<file path="config.mk">
export PLATFORM = sky130hd
export DESIGN_NAME = atomic_defer_unit
export DESIGN_NICKNAME = d
export VERILOG_FILES = /design/src/rtl/adu_pkg.sv /design/src/rtl/adu_fifo.sv /design/src/rtl/adu_owner.sv /design/src/rtl/adu_route.sv /design/src/rtl/atomic_defer_unit.sv
export SDC_FILE = /design/constraint.sdc
export NUM_CORES = 1
export LEC_CHECK = 0
export CAP_MARGIN = 20
export CORE_MARGIN = 10
export CORE_UTILIZATION = 50
export CTS_CLUSTER_DIAMETER = 200
export DETAILED_ROUTE_END_ITERATION = 12
export PLACE_DENSITY = 0.67
export SKIP_LAST_GASP = 1
export SLEW_MARGIN = 10
export SYNTH_ARGS = -nofsm -noshare
export SYNTH_HDL_FRONTEND = slang
export SYNTH_HIERARCHICAL = 1
export SYNTH_SLANG_ARGS = --single-unit
</file>
<file path="constraint.sdc">
create_clock -name clk -period 9.4 [get_ports clk]
set_input_delay 1.88 -clock clk [delete_from_list [all_inputs] [get_ports clk]]
set_output_delay 1.88 -clock clk [all_outputs]
set_load 0.05 [all_outputs]
</file>
<file path="src/rtl/adu_pkg.sv">
package adu_pkg;

  // Which source feeds the memory side in a given cycle.
  typedef enum logic [1:0] {
    PATH_DIRECT = 2'd0,  // input goes straight to memory
    PATH_DEFER  = 2'd1,  // input is parked in the queue
    PATH_DRAIN  = 2'd2   // queue head goes to memory, input held
  } adu_path_e;

endpackage

</file>
<file path="src/rtl/adu_fifo.sv">
module adu_fifo #(
  parameter int W     = 8,
  parameter int DEPTH = 8
) (
  input  logic                        clk,
  input  logic                        rst_n,
  input  logic                        push,
  input  logic [W-1:0]                push_word,
  input  logic                        pop,
  output logic [W-1:0]                head_word,
  output logic                        empty,
  output logic                        full,
  output logic [$clog2(DEPTH+1)-1:0]  count
);

  localparam int PW = (DEPTH > 1) ? $clog2(DEPTH) : 1;
  localparam int CW = $clog2(DEPTH+1);

  logic [W-1:0]  store [DEPTH];
  logic [PW-1:0] wr_ptr, rd_ptr;
  logic [CW-1:0] cnt;

  logic do_push, do_pop;

  assign do_push = push && (cnt != CW'(DEPTH));
  assign do_pop  = pop  && (cnt != '0);

  function automatic logic [PW-1:0] next_ptr(input logic [PW-1:0] p);
    if (p == PW'(DEPTH-1)) return '0;
    return p + PW'(1);
  endfunction

  always_ff @(posedge clk) begin
    if (!rst_n) begin
      wr_ptr <= '0;
      rd_ptr <= '0;
      cnt    <= '0;
    end else begin
      if (do_push) wr_ptr <= next_ptr(wr_ptr);
      if (do_pop)  rd_ptr <= next_ptr(rd_ptr);
      case ({do_push, do_pop})
        2'b10:   cnt <= cnt + CW'(1);
        2'b01:   cnt <= cnt - CW'(1);
        default: cnt <= cnt;
      endcase
    end
  end

  always_ff @(posedge clk) begin
    if (do_push) store[wr_ptr] <= push_word;
  end

  assign head_word = store[rd_ptr];
  assign empty     = (cnt == '0);
  assign full      = (cnt == CW'(DEPTH));
  assign count     = cnt;

endmodule

</file>
<file path="src/rtl/adu_owner.sv">
module adu_owner #(
  parameter int ID_W = 4
) (
  input  logic            clk,
  input  logic            rst_n,
  input  logic            issue,      // a request reaches memory this cycle
  input  logic [ID_W-1:0] issue_id,
  input  logic            issue_lock,
  output logic            owner_v,
  output logic [ID_W-1:0] owner_id
);

  always_ff @(posedge clk) begin
    if (!rst_n) begin
      owner_v  <= 1'b0;
      owner_id <= '0;
    end else if (issue) begin
      if (!owner_v && issue_lock) begin
        owner_v  <= 1'b1;
        owner_id <= issue_id;
      end else if (owner_v && (issue_id == owner_id) && !issue_lock) begin
        owner_v  <= 1'b0;
      end
    end
  end

endmodule

</file>
<file path="src/rtl/adu_route.sv">
module adu_route
  import adu_pkg::*;
#(
  parameter int ID_W = 4
) (
  input  logic            in_valid,
  input  logic [ID_W-1:0] in_id,
  input  logic            mem_ready,
  input  logic            owner_v,
  input  logic [ID_W-1:0] owner_id,
  input  logic            q_empty,
  input  logic            q_full,
  output adu_path_e       path,
  output logic            in_ready,
  output logic            mem_valid,
  output logic            q_push,
  output logic            q_pop
);

  always_comb begin
    if (!owner_v && !q_empty)
      path = PATH_DRAIN;
    else if (owner_v && (in_id != owner_id))
      path = PATH_DEFER;
    else
      path = PATH_DIRECT;
  end

  always_comb begin
    in_ready  = 1'b0;
    mem_valid = 1'b0;
    q_push    = 1'b0;
    q_pop     = 1'b0;
    unique case (path)
      PATH_DRAIN: begin
        mem_valid = 1'b1;
        q_pop     = mem_ready;
      end
      PATH_DEFER: begin
        in_ready = !q_full;
        q_push   = in_valid && !q_full;
      end
      default: begin
        mem_valid = in_valid;
        in_ready  = mem_ready;
      end
    endcase
  end

endmodule

</file>
<file path="src/rtl/atomic_defer_unit.sv">
module atomic_defer_unit
  import adu_pkg::*;
#(
  parameter int ID_W   = 4,
  parameter int ADDR_W = 16,
  parameter int DATA_W = 32,
  parameter int DEPTH  = 8
) (
  input  logic              clk,
  input  logic              rst_n,
  input  logic              in_valid,
  output logic              in_ready,
  input  logic [ID_W-1:0]   in_id,
  input  logic              in_lock,
  input  logic [ADDR_W-1:0] in_addr,
  input  logic              in_wr,
  input  logic [DATA_W-1:0] in_wdata,
  output logic              mem_valid,
  input  logic              mem_ready,
  output logic [ID_W-1:0]   mem_id,
  output logic              mem_lock,
  output logic [ADDR_W-1:0] mem_addr,
  output logic              mem_wr,
  output logic [DATA_W-1:0] mem_wdata
);

  localparam int RW      = ID_W + 1 + ADDR_W + 1 + DATA_W;
  localparam int CW      = $clog2(DEPTH+1);
  localparam int DATA_LO = 0;
  localparam int WR_BIT  = DATA_W;
  localparam int ADDR_LO = DATA_W + 1;
  localparam int LOCK_B  = ADDR_LO + ADDR_W;
  localparam int ID_LO   = LOCK_B + 1;

  logic [RW-1:0]   in_word, head_word, out_word;
  logic            q_empty, q_full, q_push, q_pop;
  logic [CW-1:0]   q_count;
  logic            owner_v;
  logic [ID_W-1:0] owner_id;
  adu_path_e       path;
  logic            issue;

  assign in_word = {in_id, in_lock, in_addr, in_wr, in_wdata};

  adu_fifo #(.W(RW), .DEPTH(DEPTH)) i_fifo (
    .clk       (clk),
    .rst_n     (rst_n),
    .push      (q_push),
    .push_word (in_word),
    .pop       (q_pop),
    .head_word (head_word),
    .empty     (q_empty),
    .full      (q_full),
    .count     (q_count)
  );

  adu_route #(.ID_W(ID_W)) i_route (
    .in_valid  (in_valid),
    .in_id     (in_id),
    .mem_ready (mem_ready),
    .owner_v   (owner_v),
    .owner_id  (owner_id),
    .q_empty   (q_empty),
    .q_full    (q_full),
    .path      (path),
    .in_ready  (in_ready),
    .mem_valid (mem_valid),
    .q_push    (q_push),
    .q_pop     (q_pop)
  );

  assign out_word = (path == PATH_DRAIN) ? head_word : in_word;

  assign mem_id    = out_word[ID_LO +: ID_W];
  assign mem_lock  = out_word[LOCK_B];
  assign mem_addr  = out_word[ADDR_LO +: ADDR_W];
  assign mem_wr    = out_word[WR_BIT];
  assign mem_wdata = out_word[DATA_LO +: DATA_W];

  assign issue = mem_valid && mem_ready;

  adu_owner #(.ID_W(ID_W)) i_owner (
    .clk        (clk),
    .rst_n      (rst_n),
    .issue      (issue),
    .issue_id   (mem_id),
    .issue_lock (mem_lock),
    .owner_v    (owner_v),
    .owner_id   (owner_id)
  );

endmodule

</file>
==> results.md <==
- Status: finished clean
- Critical Path Start Type: primary input
- Slew margin rel.: 0.312
- Via Count: 8133
- Syn Std Cell Area: about 18000 um^2
- Required time worst endpoint: 7.52 ns
- RSZ-0062 raised after global routing: false
- Max Cap Viol: 0
- Die area: between 40000 and 50000 um^2
- Clock sink total: 450
- Yosys warnings: 6
- Final WS setup: 2.02 ns
- Flops & latches, synth: 450
- Total grt overflow: 0
- Wire per inst: 23.8 um
- Vias/cell: 5.67
- Least-Margin Pin Slew: 1.03 ns
- Clock transition at path regs: 0.06 ns
- Post-synth EDFFs: 432
- Unique cell type count in the Yosys netlist: between 40 and 50
- Register area share after synthesis: 0.733
- Crit Path Category: in -> out
- Most Used Layer, Global Route: met2
- Layout Cells excl Fill: 1435
- Power Total: 0.00428 W
- Die Ht: 211 um
- IO Port Bufs: between 100 and 150
- Starting DRT DRC Count: 493
- Vias in the first global route: 8613
- Placer Congestion: 0.736
- Met3 Resource Use GR: 0.0274
- Peak supply drop: 150 uV
- First-pass GRT wire length: approximately 53000 um
- Count of pins over their slew limit: 0
- Largest net degree at the start of global routing: 63
- Synth-to-Final Area Change: 16.4%
- Worst Path Max Fanout: 34
- CTS resizes: 0
- Starting density of the core: 0.509
- Post-DRT Antenna Nets: 0
- Total CTS buffers: 45
- DIE WIDTH: 211 um
- Post-synth top area share: 0.713
- Critical Path End Type: output port
- Routing usage on met2: 0.257
- Residual DRC: 0
- Detailed-router iteration count before antenna repair: 4
- Fin Setup TNS: 0 ns
- Mapped Nets: 868
- CTS tree: yes
- HPWL after DPL: 18100 um
- Pre-CTS WS: 2.01 ns
- Post-CTS setup buffers: 0
- Antenna violations before repair: 1
- Critical Path AT: 5.50 ns
- IO Count: 114
- Routed WL: 34200 um
- Area of the core: between 30000 and 40000 um^2
- Dominant synthesized flop cell: edfxtp_1
- Avg Inst Size Synth: 22.7 um^2
- Class of the worst hold path: reg -> reg
- Htree depth: 2
- Final period util: 0.785
- Share of layout cells above drive strength 1: 0.318
- Fmax: 136 MHz
- Row Count: 69
- GRT met1 Usage: 0.207
- Root Buffer: clkbuf_16
- Clk_lat worst skew: 0.55 ns
- Main area contributors after synthesis: edfxtp_1 71%, mux4_2 13%, mux2_4 4.1%
- Post-synth top area cell: edfxtp_1
- Placed Cells: approximately 1400
- Hold-fix buffers, CTS: 0
- Final worst path period need: 7.38 ns
- PD cells: 202 nW/um^2
- Final setup fails: 0
- Leakage: about 6.7 nW
- Nets@finish: 1003
- Post-synthesis cell count: approximately 800
- Final hold violations: 0
- GR Util All Layers: 0.154
- CTS Buffer Depth: 3
- Fraction of registers with async set/reset: 0
- Final Skew: 0.0255 ns
## cell families (layout without fill, tap and decap cells)
logic type                 Yosys count  count (layout)  synth area share
muxes                              226             226             0.216
other                                0               1                 0
buffers and inverters               44             214            0.0181
DFF                                450             450             0.733
AOI/OAI and AO/OA                   17              17           0.00743
and+or+nand+nor                     48              48            0.0154
xor gates and xnor gates            11              11           0.00529
adders and majority gates            7               7           0.00481
## Yosys cell counts, types with 6 or more instances
library cell / count
dfxtp_1: 18
mux2_4: 50
edfxtp_1: 432
nand2_1: 9
xor2_1: 6
buf_12: 7
mux4_2: 108
mux2_2: 59
buf_2: 15
ha_1: 7
nor3_1: 7
nor2b_1: 8
mux2i_1: 9
clkbuf_1: 16
## stage by stage
stage | util | hold WS [ns] | instance area, um^2
6_report | 0.593 | 0.514 | 21200
3_3_place_gp | 0.553 | 0.483 | 19800
5_1_grt | 0.593 | 0.553 | 21200
3_5_place_dp | 0.553 | 0.514 | 19800
4_1_cts | 0.592 | 0.526 | 21200
2_1_floorplan | - | 0.467 | 18200
## final timing paths
kind | start | to | slack [ns] | cells past startpoint
worst max-delay path | in_id[0] | mem_addr[7] | 2.02 | 8
worst min-delay path | i_fifo/rd_ptr[2] | register | 0.51 | 2
worst max register to register | i_fifo/count[1] | i_fifo/store[5][32] | 6.24 | 6
worst min register to register | i_fifo/rd_ptr[2] | register | 0.51 | 2
## cell usage in the layout, fill, tap and decap left out, types with 13 or more instances in the layout
master           synthesis  routed
buf_4                    0      15
mux2_4                  50      50
edfxtp_1               432     432
mux4_2                 108     108
mux2_2                  59      59
dfxtp_1                 18      15
clkdlybuf4s50_1          0     113
clkinv_1                 0      13
clkbuf_16                0      46
## per-layer routing
layer  up-vias  routed length, um  part of all wire
met3        45               1600             0.047
met5         -                  0                 0
met2       175              16800              0.49
met1      4276              15100              0.44
met4         0                675             0.020
li1       3637                  -                 -
## critical path, stage by stage
cell and delay (ns):
clkdlybuf4s50_1 0.70, xnor2_1 0.20, nand4_1 0.20, and2_1 0.24, nor2b_4 0.80, buf_12 0.38, mux2_4 0.33, clkdlybuf4s50_1 0.70
## layout make-up
cell class / instances / area, um^2
fillers: 2544 / 14600
diodes: 1 / 2.50
clock buffers: 56 / 1200
well taps: 461 / 577
inverters: 2 / 7.51
multi-input cells: 309 / 4590
repair buffers: 130 / 1280
flip-flops and latches: 450 / 13300
clock inverters: 26 / 191
## flip-flops by register name, indices dropped and copies added (netlist names), named ones only
register and cells:
i_owner/owner_v 1, i_owner/owner_id 4, i_fifo/store 432, i_fifo/count 4, i_fifo/rd_ptr 3, i_fifo/wr_ptr 3
## power breakdown
group | internal (W) | total [W] | switching [W]
Combinational | 0.000157 | 0.000371 | 0.000215
Clock | 0.000960 | 0.00167 | 0.000712
Sequential | 0.00222 | 0.00223 | 0.0000110
Power figures use the tool's default switching activity.
